===== src/rtl/adc_deser_pkg.sv =====
package adc_deser_pkg;
  localparam int unsigned LANES_DEF    = 32;
  localparam int unsigned SAMPLE_W_DEF = 18;
  localparam int unsigned PERIOD_DEF   = 50;

  typedef struct packed {
    logic shift;  // capture one bit on every lane
    logic last;   // final bit of the window
    logic arm;    // an earlier conversion exists
  } cap_ctl_t;
endpackage


===== src/rtl/adc_deser_timing.sv =====
module adc_deser_timing
  import adc_deser_pkg::*;
#(
  parameter int unsigned PERIOD_CYC = PERIOD_DEF,
  parameter int unsigned SAMPLE_W   = SAMPLE_W_DEF,
  parameter int unsigned CNT_W      = $clog2(PERIOD_CYC)
) (
  input  logic             clk_i,
  input  logic             rst_ni,
  input  logic             strobe_i,
  input  logic [CNT_W-1:0] win_start_i,
  output cap_ctl_t         ctl_o,
  output logic             sclk_o
);
  localparam int unsigned EXT_W = CNT_W + 1;

  logic [CNT_W-1:0] cnt_q, ws_q;
  logic             active_q, seen_q, arm_q, sclk_q;
  logic [EXT_W-1:0] rel;
  logic             in_win;

  assign rel    = {1'b0, cnt_q} - {1'b0, ws_q};
  assign in_win = active_q && (cnt_q >= ws_q) && (rel < EXT_W'(SAMPLE_W));

  assign ctl_o.shift = in_win;
  assign ctl_o.last  = in_win && (rel == EXT_W'(SAMPLE_W - 1));
  assign ctl_o.arm   = arm_q;
  assign sclk_o      = sclk_q;

  always_ff @(posedge clk_i or negedge rst_ni) begin
    if (!rst_ni) begin
      cnt_q    <= '0;
      ws_q     <= '0;
      active_q <= 1'b0;
      seen_q   <= 1'b0;
      arm_q    <= 1'b0;
      sclk_q   <= 1'b0;
    end else begin
      sclk_q <= in_win;
      if (strobe_i) begin
        cnt_q    <= '0;
        ws_q     <= win_start_i;
        active_q <= 1'b1;
        seen_q   <= 1'b1;
        arm_q    <= seen_q;  // data read in this period is valid only after a prior strobe
      end else if (active_q) begin
        if (cnt_q == CNT_W'(PERIOD_CYC - 1)) active_q <= 1'b0;
        else                                 cnt_q    <= cnt_q + 1'b1;
      end
    end
  end
endmodule


===== src/rtl/adc_deser_lane.sv =====
module adc_deser_lane #(
  parameter int unsigned SAMPLE_W = 18
) (
  input  logic                clk_i,
  input  logic                rst_ni,
  input  logic                shift_i,
  input  logic                sdata_i,
  output logic [SAMPLE_W-1:0] sample_o
);
  logic [SAMPLE_W-1:0] sh_q;

  // completed sample including the bit present this cycle
  assign sample_o = {sh_q[SAMPLE_W-2:0], sdata_i};

  always_ff @(posedge clk_i or negedge rst_ni) begin
    if (!rst_ni)      sh_q <= '0;
    else if (shift_i) sh_q <= sample_o;
  end
endmodule


===== src/rtl/adc_lane_deser.sv =====
module adc_lane_deser
  import adc_deser_pkg::*;
#(
  parameter int unsigned LANES      = LANES_DEF,
  parameter int unsigned SAMPLE_W   = SAMPLE_W_DEF,
  parameter int unsigned PERIOD_CYC = PERIOD_DEF,
  localparam int unsigned CNT_W     = $clog2(PERIOD_CYC),
  localparam int unsigned WORD_W    = LANES * SAMPLE_W
) (
  input  logic              clk_i,
  input  logic              rst_ni,
  input  logic              strobe_i,
  input  logic [CNT_W-1:0]  win_start_i,
  input  logic [LANES-1:0]  sdata_i,
  output logic              rd_win_o,
  output logic              sclk_o,
  output logic [WORD_W-1:0] word_o,
  output logic              valid_o
);
  cap_ctl_t          ctl;
  logic [WORD_W-1:0] packed_next;
  logic [WORD_W-1:0] word_q;
  logic              valid_q;

  adc_deser_timing #(
    .PERIOD_CYC(PERIOD_CYC),
    .SAMPLE_W  (SAMPLE_W),
    .CNT_W     (CNT_W)
  ) u_timing (
    .clk_i      (clk_i),
    .rst_ni     (rst_ni),
    .strobe_i   (strobe_i),
    .win_start_i(win_start_i),
    .ctl_o      (ctl),
    .sclk_o     (sclk_o)
  );

  for (genvar n = 0; n < LANES; n++) begin : g_lane
    adc_deser_lane #(.SAMPLE_W(SAMPLE_W)) u_lane (
      .clk_i   (clk_i),
      .rst_ni  (rst_ni),
      .shift_i (ctl.shift),
      .sdata_i (sdata_i[n]),
      .sample_o(packed_next[n*SAMPLE_W +: SAMPLE_W])
    );
  end

  always_ff @(posedge clk_i or negedge rst_ni) begin
    if (!rst_ni) begin
      word_q  <= '0;
      valid_q <= 1'b0;
    end else begin
      valid_q <= ctl.last && ctl.arm;
      if (ctl.last && ctl.arm) word_q <= packed_next;
    end
  end

  assign rd_win_o = ctl.shift;
  assign word_o   = word_q;
  assign valid_o  = valid_q;
endmodule


===== config.mk =====
export PLATFORM = sky130hd
export DESIGN_NAME = adc_lane_deser
export DESIGN_NICKNAME = d
export VERILOG_FILES = /design/src/rtl/adc_deser_pkg.sv /design/src/rtl/adc_deser_timing.sv /design/src/rtl/adc_deser_lane.sv /design/src/rtl/adc_lane_deser.sv
export SDC_FILE = /design/constraint.sdc
export NUM_CORES = 1
export LEC_CHECK = 0
export BUFFER_PORTS_ARGS = -buffer_cell sky130_fd_sc_hd__buf_2
export CAP_MARGIN = 20
export CORE_MARGIN = 4
export CORE_UTILIZATION = 38
export CTS_CLUSTER_SIZE = 40
export DETAILED_ROUTE_END_ITERATION = 6
export GPL_TIMING_DRIVEN = 0
export PLACE_DENSITY = 0.67
export SYNTH_ARGS = -nofsm -noshare
export SYNTH_HDL_FRONTEND = slang
export SYNTH_SLANG_ARGS = --single-unit
export TNS_END_PERCENT = 100

===== constraint.sdc =====
create_clock -name clk_i -period 3.43 [get_ports clk_i]
set_clock_uncertainty 0.15 [all_clocks]
set_input_delay 0.343 -clock clk_i [delete_from_list [all_inputs] [get_ports clk_i]]
set_output_delay 0.343 -clock clk_i [all_outputs]
set_load 0.01 [all_outputs]

# Word-level counts from Yosys, hierarchy flattened
# Cells that the tools add are included.
# word_totals
reg_bits,1137
input_bits,41
output_inout_bits,579
word_cells,59
# classes
addsub,2
magnitude_cmp,2
eq_ne,3
muxes,6
n_reduce_logical,6
# ops
op,n
2-to-1 mux 6 bit,3
"== test 7 x 5 -> 1 bit, second input constant",1
"less-than comparator 7 x 5 -> 1 bit, second input constant",1
subtractor 6 x 6 -> 7 bit,1
"adder 6 x 1 -> 6 bit, second input constant",1
"== test 6 bit, second input constant",1
greater-or-equal comparator 6 bit,1
logical AND 1 bit,4
2-to-1 mux 1 bit,3
"!= test 2 bit, second input constant",1
AND reduction 2 bit,1
nonzero test 2 bit,1

# Depth between registers and ports, before layout
# depth
word_depth,5
ltp_mapped,11
mapped_depth_nobuf,8

# By module
# Synthesis repeated with hierarchy kept, for this count alone.
# hier_totals
cells_unflattened,2498
area_unflattened_um2,47237.8
# modules_own_cells
mod,n_inst,cells_per_inst,area_each_um2,seq_area_each_um2
adc_lane_deser,1,1218,24096.9,14438.8
adc_deser_lane,32,37,693.2,425.4
adc_deser_timing,1,96,959.7,400.4

# Worst setup path after synthesis
# OpenSTA, ideal clock, no wires.
# synth_path
path_kind,flip-flop to flip-flop
start,register u_timing.cnt_q[0]
end,"register word_q[346], in the netlist word_o[346]"
setup_time_ns,0.128
arrival_ns,2.478
t_required_ns,3.152
path_slack_ns,0.674
stages_incl_launch_ff,12
n_path_buf,3
period_less_slack_ns,2.756
path_cell_list,dfrtp_1 -> inv_1 -> ha_1 -> fa_1 -> nand2b_1 -> a21oi_1 -> xor2_1 -> o2111ai_1 -> buf_2 -> buf_4 -> buf_4 -> mux2_1
# synth_via
elab_chain_len,5
elab_cells_between_ends,8
classes_between,add/sub (1); order compare (2); eq/ne (1); reduce/logical (4)
# synth_rtl
item,line_no,text
start: declaration,adc_deser_timing.sv:17,"logic [CNT_W-1:0] cnt_q, ws_q;"
start signal: assignment,adc_deser_timing.sv:48,else cnt_q <= cnt_q + 1'b1;
subtractor 6 x 6 -> 7 bit or greater-or-equal comparator 6 bit (tied branches),"adc_deser_timing.sv:22, adc_deser_timing.sv:23",
less-than comparator 7 x 5 -> 1 bit or logical AND 1 bit (tied branches),adc_deser_timing.sv:23,assign in_win = active_q && (cnt_q >= ws_q) && (rel < EXT_W'(SAMPLE_W));
logical AND 1 bit,adc_deser_timing.sv:23,
logical AND 1 bit (*),adc_deser_timing.sv:26,assign ctl_o.last = in_win && (rel == EXT_W'(SAMPLE_W - 1));
logical AND 1 bit (*),adc_lane_deser.sv:54,if (ctl.last && ctl.arm) word_q <= packed_next;
end signal: assignment,adc_lane_deser.sv:54,
end: declaration,adc_lane_deser.sv:22,logic [WORD_W-1:0] word_q;
# Every way passes the cells marked *; elsewhere a longest branch is shown, timed or not.
# A chain may end at the register's enable or synchronous reset.

# Worst setup path after layout
# layout_path
start,register u_timing.ws_q[0]
end,output rd_win_o
# layout_via
elab_chain_len,3
elab_cells_between_ends,5
classes_between,add/sub (1); order compare (2); reduce/logical (2)
# layout_rtl
item,line_no,text
start: declaration,adc_deser_timing.sv:17,
start signal: assignment,adc_deser_timing.sv:42,ws_q <= win_start_i;
subtractor 6 x 6 -> 7 bit or greater-or-equal comparator 6 bit (tied branches),"adc_deser_timing.sv:22, adc_deser_timing.sv:23",
less-than comparator 7 x 5 -> 1 bit or logical AND 1 bit (tied branches),adc_deser_timing.sv:23,
logical AND 1 bit (*),adc_deser_timing.sv:23,
end: declaration,adc_lane_deser.sv:15,"output logic rd_win_o,"
# Marked as above.

==> results.sh <==
export IMPL_fin_hold_ws_ps=-532
export IMPL_tightest_slew_ps=912
export IMPL_cp_arrival_ps=2780
export IMPL_crit_fanout=6
export IMPL_slew_viol_final=0
export IMPL_placeableCoreArea_mm2=0.111
export IMPL_failed_checks="hold timing"
export IMPL_ios=620
export IMPL_ys_seq_elements=1137
export IMPL_r2r_cells=10
export IMPL_power_total_uw=30800
export IMPL_start_util_pct=38.3
export IMPL_cts_root_buf="clkbuf_16"
export IMPL_avgRoutedWirePerCell_um=19.6
export IMPL_layout_commonest_cell="dfrtp_1"
export IMPL_port_buffers=618
export IMPL_final_nets=3306
export IMPL_vias=22700
export IMPL_max_freq_ghz=0.305
export IMPL_timing_rr_end="g_lane[24].u_lane.sh_q[0]"
export IMPL_drive_gt1_share_pct=45.0
export IMPL_die_y_um=342
export IMPL_dieArea_mm2=0.117
export IMPL_endpoint_kind="output pin"
export IMPL_cellPowerDensity_mw_per_mm2=589
export IMPL_die_w_um=342
export IMPL_netlist_area_mm2=0.0424
export IMPL_slew_headroom_pct=39.2
export IMPL_grt_pass1_wl_mm=146
export IMPL_grt_max_degree=161
export IMPL_htreeDepth=3
export IMPL_ys_seq_area_share_pct=67.1
export IMPL_clk_pin_slew_ps=60
export IMPL_cts_hold_buf=50
export IMPL_layout_common_cells="1,136 x dfrtp_1, 670 x buf_2, 578 x mux2_1, 544 x mux2_2, 119 x clkbuf_16"
export IMPL_grt_overflow_total=0
export IMPL_ctsLongestPathBuffers=3
export IMPL_avgSynthCellArea_um2=17.2
export IMPL_outcome="finished, violations left"
export IMPL_worstReg2RegStart="u_timing.ws_q[0]"
export IMPL_antenna_found_initial=2
export IMPL_syn_nets=2508
export IMPL_ir_drop_mv=0.446
export IMPL_syn_to_final_growth_pct=23.3
export IMPL_drt_total_wl_mm=94.9
export IMPL_fin_crit_sh_pct=95.5
export IMPL_synthArstFlopShare_pct=100
export IMPL_gp_congestion=0.770
export IMPL_cts_buffers_inserted=116
export IMPL_clkSinkCount=1137
export IMPL_synth_cells=2458
export IMPL_ys_warn_count=0
export IMPL_cp_start_kind="register"
export IMPL_fin_crit_ps=3280
export IMPL_antenna_left=0
export IMPL_grt_pass1_vias=24400
export IMPL_rows=122
export IMPL_leakage_uw=0.0289
export IMPL_initialDrtViolationCount=822
export IMPL_filler_cell_count=9648
export IMPL_clock_latency_ps=690
export IMPL_final_hold_viol_count=152
export IMPL_firstDrtPassIters=4
export IMPL_setup_viol=0
export IMPL_drc=0
export IMPL_dpl_hpwl_mm=66.5
export IMPL_crit_start="u_timing.ws_q[0]"
export IMPL_ys_flop_type="dfrtp_1"
export IMPL_drv_cap=0
export IMPL_r2r_slack_ps=200
export IMPL_cp_endpoint="rd_win_o"
export IMPL_yosysUniqueCellTypes=35
export IMPL_cts_tree="built"
export IMPL_grt_total_usage_pct=16.0
export IMPL_placed_area_mm2=0.0476
export IMPL_worstSetupPathType="reg2out"
export IMPL_design_area_mm2=0.0523
export IMPL_critPathRequiredTime_ps=2940
export IMPL_synth_edf_count=0
export IMPL_viasPerCell=4.69
export IMPL_hp_class="in2async"
==> layer usage <==
metal  up-vias  part of all wire, %  routed length, µm  global-route usage, %
met5         -                    0                  0                      0
li1      10300                    -                  -                      -
met2       523                   48              45700                   26.5
met4         0                  2.8               2700                   5.03
met1     11700                   41              39300                   19.9
met3       158                  7.5               7150                   5.36
==> repair_timing <==
item / in CTS / in global routing
hold endpoints to repair: 227 / 148
setup endpoints to repair: 1086 / 254
pin swaps: 1 / 2
gates resized for setup: 8 / 11
cloned: 1 / 1
buffers inserted: 3 / 2
==> critical path, stage by stage (launching register included) <==
cell and delay [ps]:
dfrtp_1 380, ha_1 240, fa_2 380, nand2b_1 180
a21oi_2 190, xnor2_1 190, o22ai_4 140, buf_12 170
inv_2 80, buf_2 130
==> metrics by stage <==
step / worst slack [ps] / utilization [%] / hold WS [ps] / instances / TNS (ps)
after floorplan: 674 / - / -103 / 2458 / 0
after global placement: -22990 / 42.8 / 295 / 4564 / -
after detailed placement: -515 / 43.0 / 295 / 4571 / -156840
after CTS: -104 / 47.2 / -480 / 4839 / -104
after global routing: -17.8 / 47.2 / -465 / 4842 / -17.8
final: 153 / 47.2 / -532 / 4844 / 0
==> where the power goes <==
part	switching (µW)	leakage, µW	internal [µW]
Clock	5240	0.00202	7860
Sequential	743	0.0156	14600
Combinational	1140	0.0113	1260
Total	7130	0.0289	23700
==> cell usage after synthesis (all sizes together), types with 2 or more instances <==
library cell	instances	area, µm²
o21ai	7	35.0
inv	9	33.8
buf	124	802
xnor2	2	17.5
nand2	9	33.8
a21oi	4	20.0
clkbuf	2	7.51
ha	8	100
nor2	7	26.3
or2	2	12.5
nand4	2	12.5
mux2	1122	12600
dfrtp	1137	28500
nor2b	2	12.5
xor2	5	43.8
==> kinds of logic (layout without fill, tap and decap cells) <==
family                   after synthesis  in the layout  synth area share [%]
AO/OA/AOI/OAI                         17             17                 0.269
XOR/XNOR                               7              7                 0.145
adder cells (fa/ha/maj)                9              9                 0.283
buffers and inverters                135           1031                  1.99
flip-flops                          1137           1137                  67.1
multiplexers                        1123           1123                  29.8
other                                  0              2                     0
AND/OR/NAND/NOR                       30             30                 0.363
==> registers in the layout, indices dropped and copies added, names as in the netlist <==
name / cells
u_timing.sclk_o: 1
valid_o: 1
u_timing.ws_q: 6
g_lane.u_lane.sh_q: 544
u_timing.cnt_q: 6
word_o: 576
u_timing.seen_q: 1
u_timing.active_q: 1
u_timing.arm_q: 1
==> worst min-delay path by stage <==
stage | from | end | slack, ps | cells past startpoint
after global routing | rst_ni | word_o[91] | -470 | 1
final | rst_ni | word_o[92] | -530 | 1
after detailed placement | rst_ni | word_o[91] | 300 | 1
after CTS | rst_ni | word_o[92] | -480 | 1
after global placement | u_timing.seen_q | u_timing.seen_q | 290 | 1
after floorplan | rst_ni | g_lane[0].u_lane.sh_q[0] | -100 | 0
==> layout make-up <==
cell class	count	area, µm²	area share, %
buffer	124	826	1.58
tap	1488	1860	3.56
inverter	9	33.8	0.0646
clock buffer	177	3580	6.86
antenna	2	5.00	0.00957
sequential	1137	28500	54.4
timing repair buffer	682	3900	7.45
clock inverter	39	484	0.926
multi-input combinational	1186	13100	25.1
(Power assumes the default switching activity.)
